## src/rtl/stpoll_pkg.sv

```systemverilog
// Shared types and helpers for the status polling engine.
// Assumes status values are at most two bytes wide.
package stpoll_pkg;

    localparam int STAT_W = 16;
    localparam int BYTE_W = 8;

    typedef enum logic [1:0] {
        PS_IDLE  = 2'd0,
        PS_HOLD  = 2'd1,
        PS_ISSUE = 2'd2,
        PS_WAIT  = 2'd3
    } poll_state_t;

    // True when the masked status equals the wanted value.
    function automatic logic stat_hit(input logic [STAT_W-1:0] s,
                                      input logic [STAT_W-1:0] m,
                                      input logic [STAT_W-1:0] v);
        return (s & m) == v;
    endfunction

endpackage

```

## src/rtl/stpoll_tick.sv

```systemverilog
// Microsecond tick generator.
// Emits one-cycle tick every DIV cycles while run is high; restart puts
// the phase back to zero so the next tick is DIV cycles away.
// Assumes DIV >= 1.
module stpoll_tick #(
    parameter int DIV = 250
) (
    input  logic clk,
    input  logic rst_n,
    input  logic restart,
    input  logic run,
    output logic tick
);
    localparam int CW = (DIV > 1) ? $clog2(DIV) : 1;

    generate
        if (DIV == 1) begin : g_pass
            // Every enabled cycle is a full microsecond.
            assign tick = run && !restart;
        end else begin : g_div
            logic [CW-1:0] cnt_q;
            logic          wrap;

            assign wrap = (cnt_q == CW'(DIV - 1));
            assign tick = run && !restart && wrap;

            // Phase counter, cleared on restart or when stopped.
            always_ff @(posedge clk) begin
                if (!rst_n) begin
                    cnt_q <= '0;
                end else if (restart || !run) begin
                    cnt_q <= '0;
                end else if (wrap) begin
                    cnt_q <= '0;
                end else begin
                    cnt_q <= cnt_q + 1'b1;
                end
            end

            assert_phase_range_R3: assert property (@(posedge clk) disable iff (!rst_n)
                cnt_q <= CW'(DIV - 1));
        end
    endgenerate

endmodule

```

## src/rtl/stpoll_downcnt.sv

```systemverilog
// Loadable down counter that stops at zero.
// load has priority over tick; zero reports an exhausted count.
module stpoll_downcnt #(
    parameter int W = 16
) (
    input  logic         clk,
    input  logic         rst_n,
    input  logic         load,
    input  logic [W-1:0] load_val,
    input  logic         tick,
    output logic         zero
);
    logic [W-1:0] cnt_q;

    assign zero = (cnt_q == '0);

    // Count down one per tick, saturating at zero.
    always_ff @(posedge clk) begin
        if (!rst_n) begin
            cnt_q <= '0;
        end else if (load) begin
            cnt_q <= load_val;
        end else if (tick && (cnt_q != '0)) begin
            cnt_q <= cnt_q - 1'b1;
        end
    end

    // an exhausted count never wraps around.
    assert_no_wrap_R5: assert property (@(posedge clk) disable iff (!rst_n)
        (!load && cnt_q == '0) |=> (cnt_q == '0));

endmodule

```

## src/rtl/stpoll_collect.sv

```systemverilog
// Status byte collector.
// Shifts in bytes MSB-first up to the expected count (one or two);
// later bytes are dropped. value_nx shows the value including a byte
// arriving this cycle so the caller can compare on the same cycle.
module stpoll_collect #(
    parameter int BW = 8,
    parameter int SW = 16
) (
    input  logic          clk,
    input  logic          rst_n,
    input  logic          clear,
    input  logic          two,
    input  logic          vld,
    input  logic [BW-1:0] din,
    output logic [SW-1:0] value_nx
);
    logic [1:0]    cnt_q;
    logic [SW-1:0] val_q;
    logic          room;
    logic          take;

    assign room     = cnt_q < (two ? 2'd2 : 2'd1);
    assign take     = vld && room;
    assign value_nx = take ? {val_q[SW-BW-1:0], din} : val_q;

    // Accumulate accepted bytes; clear at each new read.
    always_ff @(posedge clk) begin
        if (!rst_n) begin
            cnt_q <= '0;
            val_q <= '0;
        end else if (clear) begin
            cnt_q <= '0;
            val_q <= '0;
        end else begin
            val_q <= value_nx;
            if (take) begin
                cnt_q <= cnt_q + 1'b1;
            end
        end
    end

    assert_cnt_bound_R8: assert property (@(posedge clk) disable iff (!rst_n)
        cnt_q <= 2'd2);
    assert_extra_ignored_R8: assert property (@(posedge clk) disable iff (!rst_n)
        (!clear && vld && !room) |=> $stable(val_q));

endmodule

```

## src/rtl/stpoll_engine.sv

```systemverilog
// Status polling engine top.
// Waits an initial delay, issues a status read through a start/done
// handshake, compares (status & mask) with match, and repeats at a fixed
// interval until a hit or until the timeout, armed at the first read,
// has expired when a read completes. Abort returns to idle silently.
// Assumes the sequencer delivers status bytes before or with seq_done.
module stpoll_engine
    import stpoll_pkg::*;
#(
    parameter int OP_W      = 32,
    parameter int DLY_W     = 16,
    parameter int TMO_W     = 16,
    parameter int US_DIV    = 250,
    parameter int US_PER_MS = 1000
) (
    input  logic              clk,
    input  logic              rst_n,
    input  logic              go,
    input  logic              abort,
    input  logic [OP_W-1:0]   op_in,
    input  logic              two_in,
    input  logic [15:0]       mask_in,
    input  logic [15:0]       match_in,
    input  logic [DLY_W-1:0]  init_us,
    input  logic [DLY_W-1:0]  ivl_us,
    input  logic [TMO_W-1:0]  tmo_ms,
    output logic              seq_start,
    output logic [OP_W-1:0]   seq_op,
    output logic              seq_two,
    input  logic              seq_done,
    input  logic              seq_vld,
    input  logic [7:0]        seq_byte,
    output logic              busy,
    output logic              fin,
    output logic              fin_ok,
    output logic              fin_tmo,
    output logic [15:0]       last_status
);
    localparam int TUW = TMO_W + $clog2(US_PER_MS + 1);

    poll_state_t        st_q, st_nx;
    logic [OP_W-1:0]    op_q;
    logic               two_q;
    logic [STAT_W-1:0]  mask_q, match_q;
    logic [DLY_W-1:0]   ivl_q;
    logic [TMO_W-1:0]   tms_q;
    logic               armed_q;
    logic               fin_q, ok_q, tmo_q;
    logic [STAT_W-1:0]  last_q;

    logic               accept, rd_done, hit, expired, arm_first;
    logic               dly_load, dly_tick, dly_zero;
    logic [DLY_W-1:0]   dly_val;
    logic               to_tick, to_zero;
    logic [TUW-1:0]     to_val;
    logic [STAT_W-1:0]  stat_now;

    assign accept    = (st_q == PS_IDLE) && go && !abort;
    assign rd_done   = (st_q == PS_WAIT) && seq_done && !abort;
    assign hit       = stat_hit(stat_now, mask_q, match_q);
    assign expired   = armed_q && to_zero;
    assign arm_first = (st_q == PS_ISSUE) && !armed_q && !abort;
    assign to_val    = TUW'(tms_q) * TUW'(US_PER_MS);

    // Delay timer: initial delay and polling interval.
    stpoll_tick #(.DIV(US_DIV)) u_dly_tick (
        .clk(clk), .rst_n(rst_n), .restart(dly_load),
        .run(st_q != PS_IDLE), .tick(dly_tick)
    );
    stpoll_downcnt #(.W(DLY_W)) u_dly_cnt (
        .clk(clk), .rst_n(rst_n), .load(dly_load), .load_val(dly_val),
        .tick(dly_tick), .zero(dly_zero)
    );

    // Timeout timer: armed at the first issued read.
    stpoll_tick #(.DIV(US_DIV)) u_to_tick (
        .clk(clk), .rst_n(rst_n), .restart(arm_first),
        .run(armed_q), .tick(to_tick)
    );
    stpoll_downcnt #(.W(TUW)) u_to_cnt (
        .clk(clk), .rst_n(rst_n), .load(arm_first), .load_val(to_val),
        .tick(to_tick), .zero(to_zero)
    );

    // Status byte gathering for the current read.
    stpoll_collect #(.BW(BYTE_W), .SW(STAT_W)) u_collect (
        .clk(clk), .rst_n(rst_n), .clear(st_q == PS_ISSUE), .two(two_q),
        .vld(seq_vld && (st_q == PS_WAIT)), .din(seq_byte),
        .value_nx(stat_now)
    );

    // Next-state and delay-load decisions.
    always_comb begin
        st_nx    = st_q;
        dly_load = 1'b0;
        dly_val  = '0;
        if (abort) begin
            st_nx = PS_IDLE;
        end else begin
            unique case (st_q)
                PS_IDLE: if (go) begin
                    st_nx    = PS_HOLD;
                    dly_load = 1'b1;
                    dly_val  = init_us;
                end
                PS_HOLD: if (dly_zero) st_nx = PS_ISSUE;
                PS_ISSUE: st_nx = PS_WAIT;
                PS_WAIT: if (seq_done) begin
                    if (hit || expired) begin
                        st_nx = PS_IDLE;
                    end else begin
                        st_nx    = PS_HOLD;
                        dly_load = 1'b1;
                        dly_val  = ivl_q;
                    end
                end
                default: st_nx = PS_IDLE;
            endcase
        end
    end

    // State register.
    always_ff @(posedge clk) begin
        if (!rst_n) st_q <= PS_IDLE;
        else        st_q <= st_nx;
    end

    // Capture job parameters when a job is accepted.
    always_ff @(posedge clk) begin
        if (!rst_n) begin
            op_q    <= '0;
            two_q   <= 1'b0;
            mask_q  <= '0;
            match_q <= '0;
            ivl_q   <= '0;
            tms_q   <= '0;
        end else if (accept) begin
            op_q    <= op_in;
            two_q   <= two_in;
            mask_q  <= mask_in;
            match_q <= match_in;
            ivl_q   <= ivl_us;
            tms_q   <= tmo_ms;
        end
    end

    // Timeout arming flag.
    always_ff @(posedge clk) begin
        if (!rst_n)               armed_q <= 1'b0;
        else if (abort || accept) armed_q <= 1'b0;
        else if (arm_first)       armed_q <= 1'b1;
    end

    // Result flags and completion pulse.
    always_ff @(posedge clk) begin
        if (!rst_n) begin
            fin_q <= 1'b0;
            ok_q  <= 1'b0;
            tmo_q <= 1'b0;
        end else begin
            fin_q <= 1'b0;
            if (abort || accept) begin
                ok_q  <= 1'b0;
                tmo_q <= 1'b0;
            end else if (rd_done && (hit || expired)) begin
                fin_q <= 1'b1;
                ok_q  <= hit;
                tmo_q <= !hit;
            end
        end
    end

    // Last completed status value.
    always_ff @(posedge clk) begin
        if (!rst_n)       last_q <= '0;
        else if (rd_done) last_q <= stat_now;
    end

    assign seq_start   = (st_q == PS_ISSUE);
    assign seq_op      = op_q;
    assign seq_two     = two_q;
    assign busy        = (st_q != PS_IDLE);
    assign fin         = fin_q;
    assign fin_ok      = ok_q;
    assign fin_tmo     = tmo_q;
    assign last_status = last_q;

    assert_fin_pulse_R11: assert property (@(posedge clk) disable iff (!rst_n)
        fin_q |=> !fin_q);
    assert_fin_excl_R11: assert property (@(posedge clk) disable iff (!rst_n)
        fin_q |-> ($countones({ok_q, tmo_q}) == 1));
    assert_ok_hit_R1: assert property (@(posedge clk) disable iff (!rst_n)
        (fin_q && ok_q) |-> ((last_q & mask_q) == match_q));
    assert_tmo_armed_R5: assert property (@(posedge clk) disable iff (!rst_n)
        (fin_q && tmo_q) |-> armed_q);
    assert_abort_idle_R9: assert property (@(posedge clk) disable iff (!rst_n)
        abort |=> (!busy && !fin_q));
    assert_start_pulse_R13: assert property (@(posedge clk) disable iff (!rst_n)
        seq_start |=> !seq_start);

endmodule

```

## config.mk

```make
export PLATFORM = sky130hd
export DESIGN_NAME = stpoll_engine
export DESIGN_NICKNAME = d
export VERILOG_FILES = /design/src/rtl/stpoll_pkg.sv /design/src/rtl/stpoll_tick.sv /design/src/rtl/stpoll_downcnt.sv /design/src/rtl/stpoll_collect.sv /design/src/rtl/stpoll_engine.sv
export SDC_FILE = /design/constraint.sdc
export NUM_CORES = 1
export LEC_CHECK = 0
export ABC_AREA = 1
export BUFFER_PORTS_ARGS = -buffer_cell sky130_fd_sc_hd__clkbuf_2
export CAP_MARGIN = 5
export CORE_AREA = 2 2 187 189
export CTS_CLUSTER_SIZE = 16
export DETAILED_ROUTE_END_ITERATION = 10
export DIE_AREA = 0 0 189 191
export HOLD_SLACK_MARGIN = 0.06
export PLACE_DENSITY_LB_ADDON = 0.08
export SLEW_MARGIN = 0
export SYNTH_ARGS = -nofsm -noshare
export SYNTH_HDL_FRONTEND = slang
export SYNTH_HIERARCHICAL = 1
export SYNTH_SLANG_ARGS = --single-unit
```

## constraint.sdc

```tcl
create_clock -name clk -period 4.2 [get_ports clk]
set_clock_uncertainty 0.15 [all_clocks]
set_input_delay 0.21 -clock clk [delete_from_list [all_inputs] [get_ports clk]]
set_output_delay 0.21 -clock clk [all_outputs]
set_load 0.05 [all_outputs]
```

# Word-level counts from Yosys, hierarchy flattened
# Cells that the tools add are included.
[classes]
addsub = 5
mul = 1
n_lt_le_gt_ge = 1
eq_ne = 9
mux = 22
bitwise_logic = 2
reduce_logical = 41
[op_table]
columns = ["cell", "count"]
rows = [
  ["2-to-1 mux 16 bit", 7],
  ["2-to-1 mux 26 bit", 2],
  ["one-hot mux 16 bit (2 select lines)", 1],
  ["zero test 26 bit", 1],
  ["nonzero test 26 bit", 1],
  ["subtractor 26 x 1 -> 26 bit (second input constant)", 1],
  ["multiplier 16 x 7 -> 23 bit (second input constant)", 1],
  ["adder 8 x 1 -> 8 bit (second input constant)", 2],
  ["bitwise AND 16 bit", 1],
  ["equality test 16 bit", 1],
  ["equality test 8 bit (second input constant)", 2],
  ["logical AND 1 bit", 16],
  ["zero test 16 bit", 1],
  ["nonzero test 16 bit", 1],
  ["subtractor 16 x 1 -> 16 bit (second input constant)", 1],
  ["2-to-1 mux 2 bit", 4],
  ["one-hot mux 2 bit (4 select lines)", 1],
  ["OR reduction 2 bit", 4],
  ["zero test 1 bit", 6],
  ["2-to-1 mux 1 bit", 6],
  ["!= test 2 bit (second input constant)", 3],
  ["nonzero test 2 bit", 3],
  ["OR reduction 3 bit", 2],
  ["equality test 2 bit (second input constant)", 2],
  ["8 further kinds", 11],
]
[word_totals]
ff_bits = 195
inputBits = 127
output_inout_bits = 54
word_cells = 100

# Depth between registers and ports, before layout
[logic_depth]
depth_word = 17
ltp_mapped = 28
ltp_nobuf = 26

# Hierarchy
# The synthesis kept the hierarchy.
[modules_own_cells]
columns = ["module", "instances", "cells_each", "area_each_um2", "seq_area_each_um2"]
rows = [
  ["stpoll_engine", 1, 1008, 7858.8, 2382.3],
  ["stpoll_downcnt (u_to_cnt)", 1, 357, 2019.4, 520.5],
  ["stpoll_downcnt (u_dly_cnt)", 1, 211, 1189.9, 320.3],
  ["stpoll_collect", 1, 145, 905.9, 360.3],
  ["stpoll_tick (u_dly_tick)", 1, 56, 410.4, 160.2],
  ["stpoll_tick (u_to_tick)", 1, 54, 400.4, 160.2],
]

# Least setup slack after synthesis
# OpenSTA, ideal clock, no wires.
[synth_path]
path_kind = "register to register"
startpoint = "register tms_q[11]"
endpoint = "register u_to_cnt.cnt_q[25]"
setup_time_ns = 0.137
arrival_time_ns = 3.879
required_ns = 3.913
path_slack_ns = 0.035
path_stages_with_launch = 19
path_buffers = 0
period_less_slack_ns = 4.165
path_cell_list = "dfxtp_1 -> inv_1 -> fa_1 -> fa_1 -> inv_1 -> fa_1 -> inv_1 -> fa_1 -> inv_1 -> ha_1 -> a21oi_1 -> o21ai_0 -> a21oi_1 -> nand3_1 -> xor2_1 -> nand2_1 -> nand2_1 -> inv_1 -> a21oi_1"
[synth_between]
elab_chain_len = 2
[synth_lines]
columns = ["element", "line", "source"]
rows = [
  ["from (decl)", "stpoll_engine.sv:46", "logic [TMO_W-1:0] tms_q;"],
  ["from (signal assigned)", "stpoll_engine.sv:143", "tms_q <= tmo_ms;"],
  ["multiplier 16 x 7 -> 23 bit", "stpoll_engine.sv:63", "assign to_val = TUW'(tms_q) * TUW'(US_PER_MS);"],
  ["net to_val[25]", "stpoll_engine.sv:55", "logic [TUW-1:0] to_val;"],
  ["2-to-1 mux 26 bit", "stpoll_downcnt.sv:21", "end else if (load) begin"],
  ["to (signal assigned)", "stpoll_downcnt.sv:22", "cnt_q <= load_val;"],
  ["to (signal assigned)", "stpoll_downcnt.sv:24", "cnt_q <= cnt_q - 1'b1;"],
  ["to (decl)", "stpoll_downcnt.sv:13", "logic [W-1:0] cnt_q;"],
]
# The timed path passes the listed nets, and every way through them passes these cells.
# A chain may end at the register's enable or synchronous reset.

# Worst setup path after layout
[layout_path]
startpoint = "register tms_q[5]"
endpoint = "register u_to_cnt.cnt_q[18]"
# The elaborated chain is that of the path after synthesis.

==> insert_results.sql <==
INSERT INTO impl_metrics (metric_group, metric, value, unit) VALUES
('route', 'drt-pass1-iter-count', '4', ''),
('grt', 'grt_pass1_wl', '56900', 'um'),
('route', 'dr_total_vias', '12000', ''),
('placed_design', 'dpl.cell_count', '2474', ''),
('synthesis', 'synthesis.area_per_instance', '6.98', 'um2'),
('setup_path', 'path_delay_family', 'adder cells', ''),
('route', 'detail_route.iter0.violations', '611', ''),
('route', 'detail_route.vias_per_cell', '4.58', ''),
('grt', 'grt_start_max_net_pins', '97', ''),
('grt', 'grt_util_all_layers', '19.5', '%'),
('setup_path', 'timing.critical_path.buf_inv', '4', ''),
('synthesis', 'synth_enable_flop_cells', '0', ''),
('grt', 'grt_pass1_vias', '11400', ''),
('route', 'antenna_left', '0', ''),
('setup_path', 'critical_path.max_stage_delay', '560', 'ps'),
('setup_path', 'arrival', '4270', 'ps'),
('die', 'io_pins', '181', ''),
('timing', 'finalCriticalPeriod', '4110', 'ps'),
('layout', 'final_cell_mix', '363 x nor2_1, 348 x nand2_1, 221 x inv_1', ''),
('route', 'drt-total-wl', '35000', 'um'),
('timing', 'period_share', '97.8', '%'),
('cts', 'cts.clk_slew.worst_paths', '80', 'ps'),
('pwr', 'comb_power_share', '45.0', '%'),
('synthesis', 'synth_async_sr_flop_share', '0', '%'),
('cts', 'cts.root.buffer_cell', 'clkbuf_16', ''),
('setup_path', 'timing.rr.end', 'u_to_cnt/cnt_q[18]', ''),
('cts', 'clk-insertion-delay-late', '460', 'ps'),
('setup_path', 'r2r.worst_path.cells', '18', ''),
('placed_design', 'place.gp.congestion', '0.849', ''),
('setup_path', 'timing_worst_setup_path_type', 'reg -> reg', ''),
('timing', 'drv_slew', '0', ''),
('pwr', 'power.internal', '4.22', 'mW'),
('setup_path', 'endpoint_kind', 'flip-flop', ''),
('worst_hold_path', 'holdCritStartpoint', 'init_us[11]', ''),
('layout', 'flow.area_growth_from_synthesis', '30.2', '%'),
('pwr', 'power_switching_share', '39.6', '%'),
('cts', 'cts-buffers-inserted', '17', ''),
('route', 'post_drt_wl_per_cell', '13.3', 'um'),
('timing', 'timing.final.setup_violations', '0', ''),
('cts', 'clock_path_buffers', '2', ''),
('layout', 'layout_commonest_cell', 'nor2_1', ''),
('layout', 'largest_register_ff_count', '32', ''),
('setup_path', 'r2r_slack', '90', 'ps'),
('die', 'core.rowCount', '68', ''),
('worst_hold_path', 'min_path_cells', '7', ''),
('synthesis', 'postSynthCellCount', '1831', ''),
('pwr', 'fin_total_pwr', '7.00', 'mW'),
('setup_path', 'timing.critical_path.cells', 'inv_4, fa_1, fa_1, fa_1, fa_1, inv_2, ha_4, a21oi_4, buf_6, o21ai_2, nand2_1, nand3_2, buf_6, xor2_2, nand2_1, nand2_1, nor2_1, nor2_1', ''),
('placed_design', 'postPlaceCellArea', '14500', 'um2'),
('placed_design', 'placement.io_buffers', '180', ''),
('grt', 'globalRouteOverflowTotal', '0', ''),
('die', 'start_util', '37.5', '%'),
('synthesis', 'yosys_register_bits', '195', ''),
('die', 'die_area', '36100', 'um2'),
('worst_hold_path', 'min_path_type', 'in -> reg', ''),
('cts', 'clock_sink_count', '195', ''),
('pwr', 'power_density', '420', 'nW/um2'),
('setup_path', 'critical_path.max_fanout', '4', ''),
('timing', 'grt_setup_unrepaired', 'true', ''),
('status', 'outcome', 'complete, no violations', ''),
('synthesis', 'netlist_area', '12800', 'um2'),
('synthesis', 'ys.warnings.count', '6', ''),
('timing', 'slew_headroom', '38.1', '%'),
('layout', 'final-instance-count-excl-fill', '2624', ''),
('layout', 'num-nets-final', '2397', ''),
('cts', 'cts-htree-levels', '4', ''),
('pwr', 'vdd.ir_drop.worst', '369', 'uV'),
('setup_path', 'reg2reg_from', 'tms_q[5]', ''),
('placed_design', 'dpl.hpwl', '25800', 'um'),
('pwr', 'clockPowerShare', '25.8', '%'),
('timing', 'hold_violations', '0', '');
==> cells in the mapped netlist, types with 12 or more instances <==
| cell type | count | share of area (%) |
|---|---|---|
| nor2_1 | 370 | 11 |
| nand2_1 | 358 | 11 |
| inv_1 | 238 | 7.0 |
| dfxtp_1 | 195 | 31 |
| o21ai_0 | 135 | 5.3 |
| nand3_1 | 99 | 3.9 |
| a21oi_1 | 75 | 2.9 |
| ha_1 | 64 | 6.3 |
| fa_1 | 54 | 8.5 |
| a21oi_2 | 24 | 1.6 |
| clkbuf_1 | 24 | 0.70 |
| buf_2 | 21 | 0.82 |
| nand2_2 | 21 | 1.0 |
| nand4_1 | 19 | 0.93 |
| xor2_1 | 19 | 1.3 |
| o21ai_1 | 12 | 0.47 |
==> through the flow <==
stage / hold slack, ps / worst slack (ps) / utilization [%]
finish: 88.9 / 93.4 / 48.8
global route: 115 / -114 / 48.8
CTS: 67.3 / -49.4 / 47.7
detailed placement: 285 / -140 / 42.4
global placement: 283 / -76.3 / 42.4
floorplan: 158 / 34.6 / -
==> power groups by stage <==
stage	sequential [mW]	combinational, mW	clock (mW)
6_report	2.05	3.15	1.80
5_1_grt	2.06	3.53	1.93
4_1_cts	2.04	2.79	1.87
3_5_place_dp	2.08	2.59	0
3_3_place_gp	2.08	2.58	0
2_1_floorplan	2.16	1.75	0
==> worst reg2reg max path, stage by stage, from the launching register on <==
cell	delay (ps)
dfxtp_2	360
inv_4	50
fa_1	550
fa_1	440
fa_1	520
fa_1	560
inv_2	50
ha_4	240
a21oi_4	140
buf_6	110
o21ai_2	50
nand2_1	80
nand3_2	110
buf_6	140
xor2_2	140
nand2_1	90
nand2_1	60
nor2_1	90
nor2_1	40
==> routing by layer <==
metal / up-vias / global-route usage (%) / part of all wire, %
met4: 0 / 7.57 / 2.7
met1: 5385 / 24.8 / 47
met2: 190 / 32.7 / 47
met3: 50 / 3.65 / 3.4
li1: 6383 / - / -
met5: - / 0 / 0
==> kinds of logic (layout without fill, tap and decap cells) <==
group	after synthesis	count (layout)	synth area share (%)
and+or+nand+nor	925	925	31.6
buffers and inverters	303	635	9.62
AOI/OAI and AO/OA	260	260	11.5
DFF	195	195	30.5
adders and majority gates	118	118	14.7
xor gates and xnor gates	29	29	2.05
other	1	7	0.0293
==> what timing repair did <==
action                                 CTS  global route
endpoints found under the hold margin  109             0
hold buffers                           110             0
setup endpoints to repair                9            30
gates resized for setup                 15            87
setup buffers                            0             4
pin swaps                                6            67
==> layout make-up <==
| type | instances | area [um2] |
|---|---|---|
| Sequential cell | 195 | 3920 |
| Inverter | 247 | 946 |
| Timing Repair Buffer | 356 | 2530 |
| Clock buffer | 18 | 439 |
| Multi-Input combinational cell | 1335 | 8030 |
| Antenna cell | 4 | 10.0 |
| Fill cell | 3491 | 17500 |
| Tap cell | 455 | 569 |
| Clock inverter | 14 | 208 |
==> how the worst max path moves through the flow <==
stage / start / to / slack (ps) / depth (start not counted)
6_report: tms_q[5] / u_to_cnt/cnt_q[18] / 90 / 18
5_1_grt: tms_q[8] / u_to_cnt/cnt_q[24] / -110 / 18
4_1_cts: tms_q[5] / u_to_cnt/cnt_q[15] / -50 / 16
3_5_place_dp: tms_q[9] / u_to_cnt/cnt_q[25] / -140 / 18
3_3_place_gp: tms_q[9] / u_to_cnt/cnt_q[25] / -80 / 18
2_1_floorplan: tms_q[11] / u_to_cnt/cnt_q[25] / 30 / 18
(Power assumes the default switching activity.)
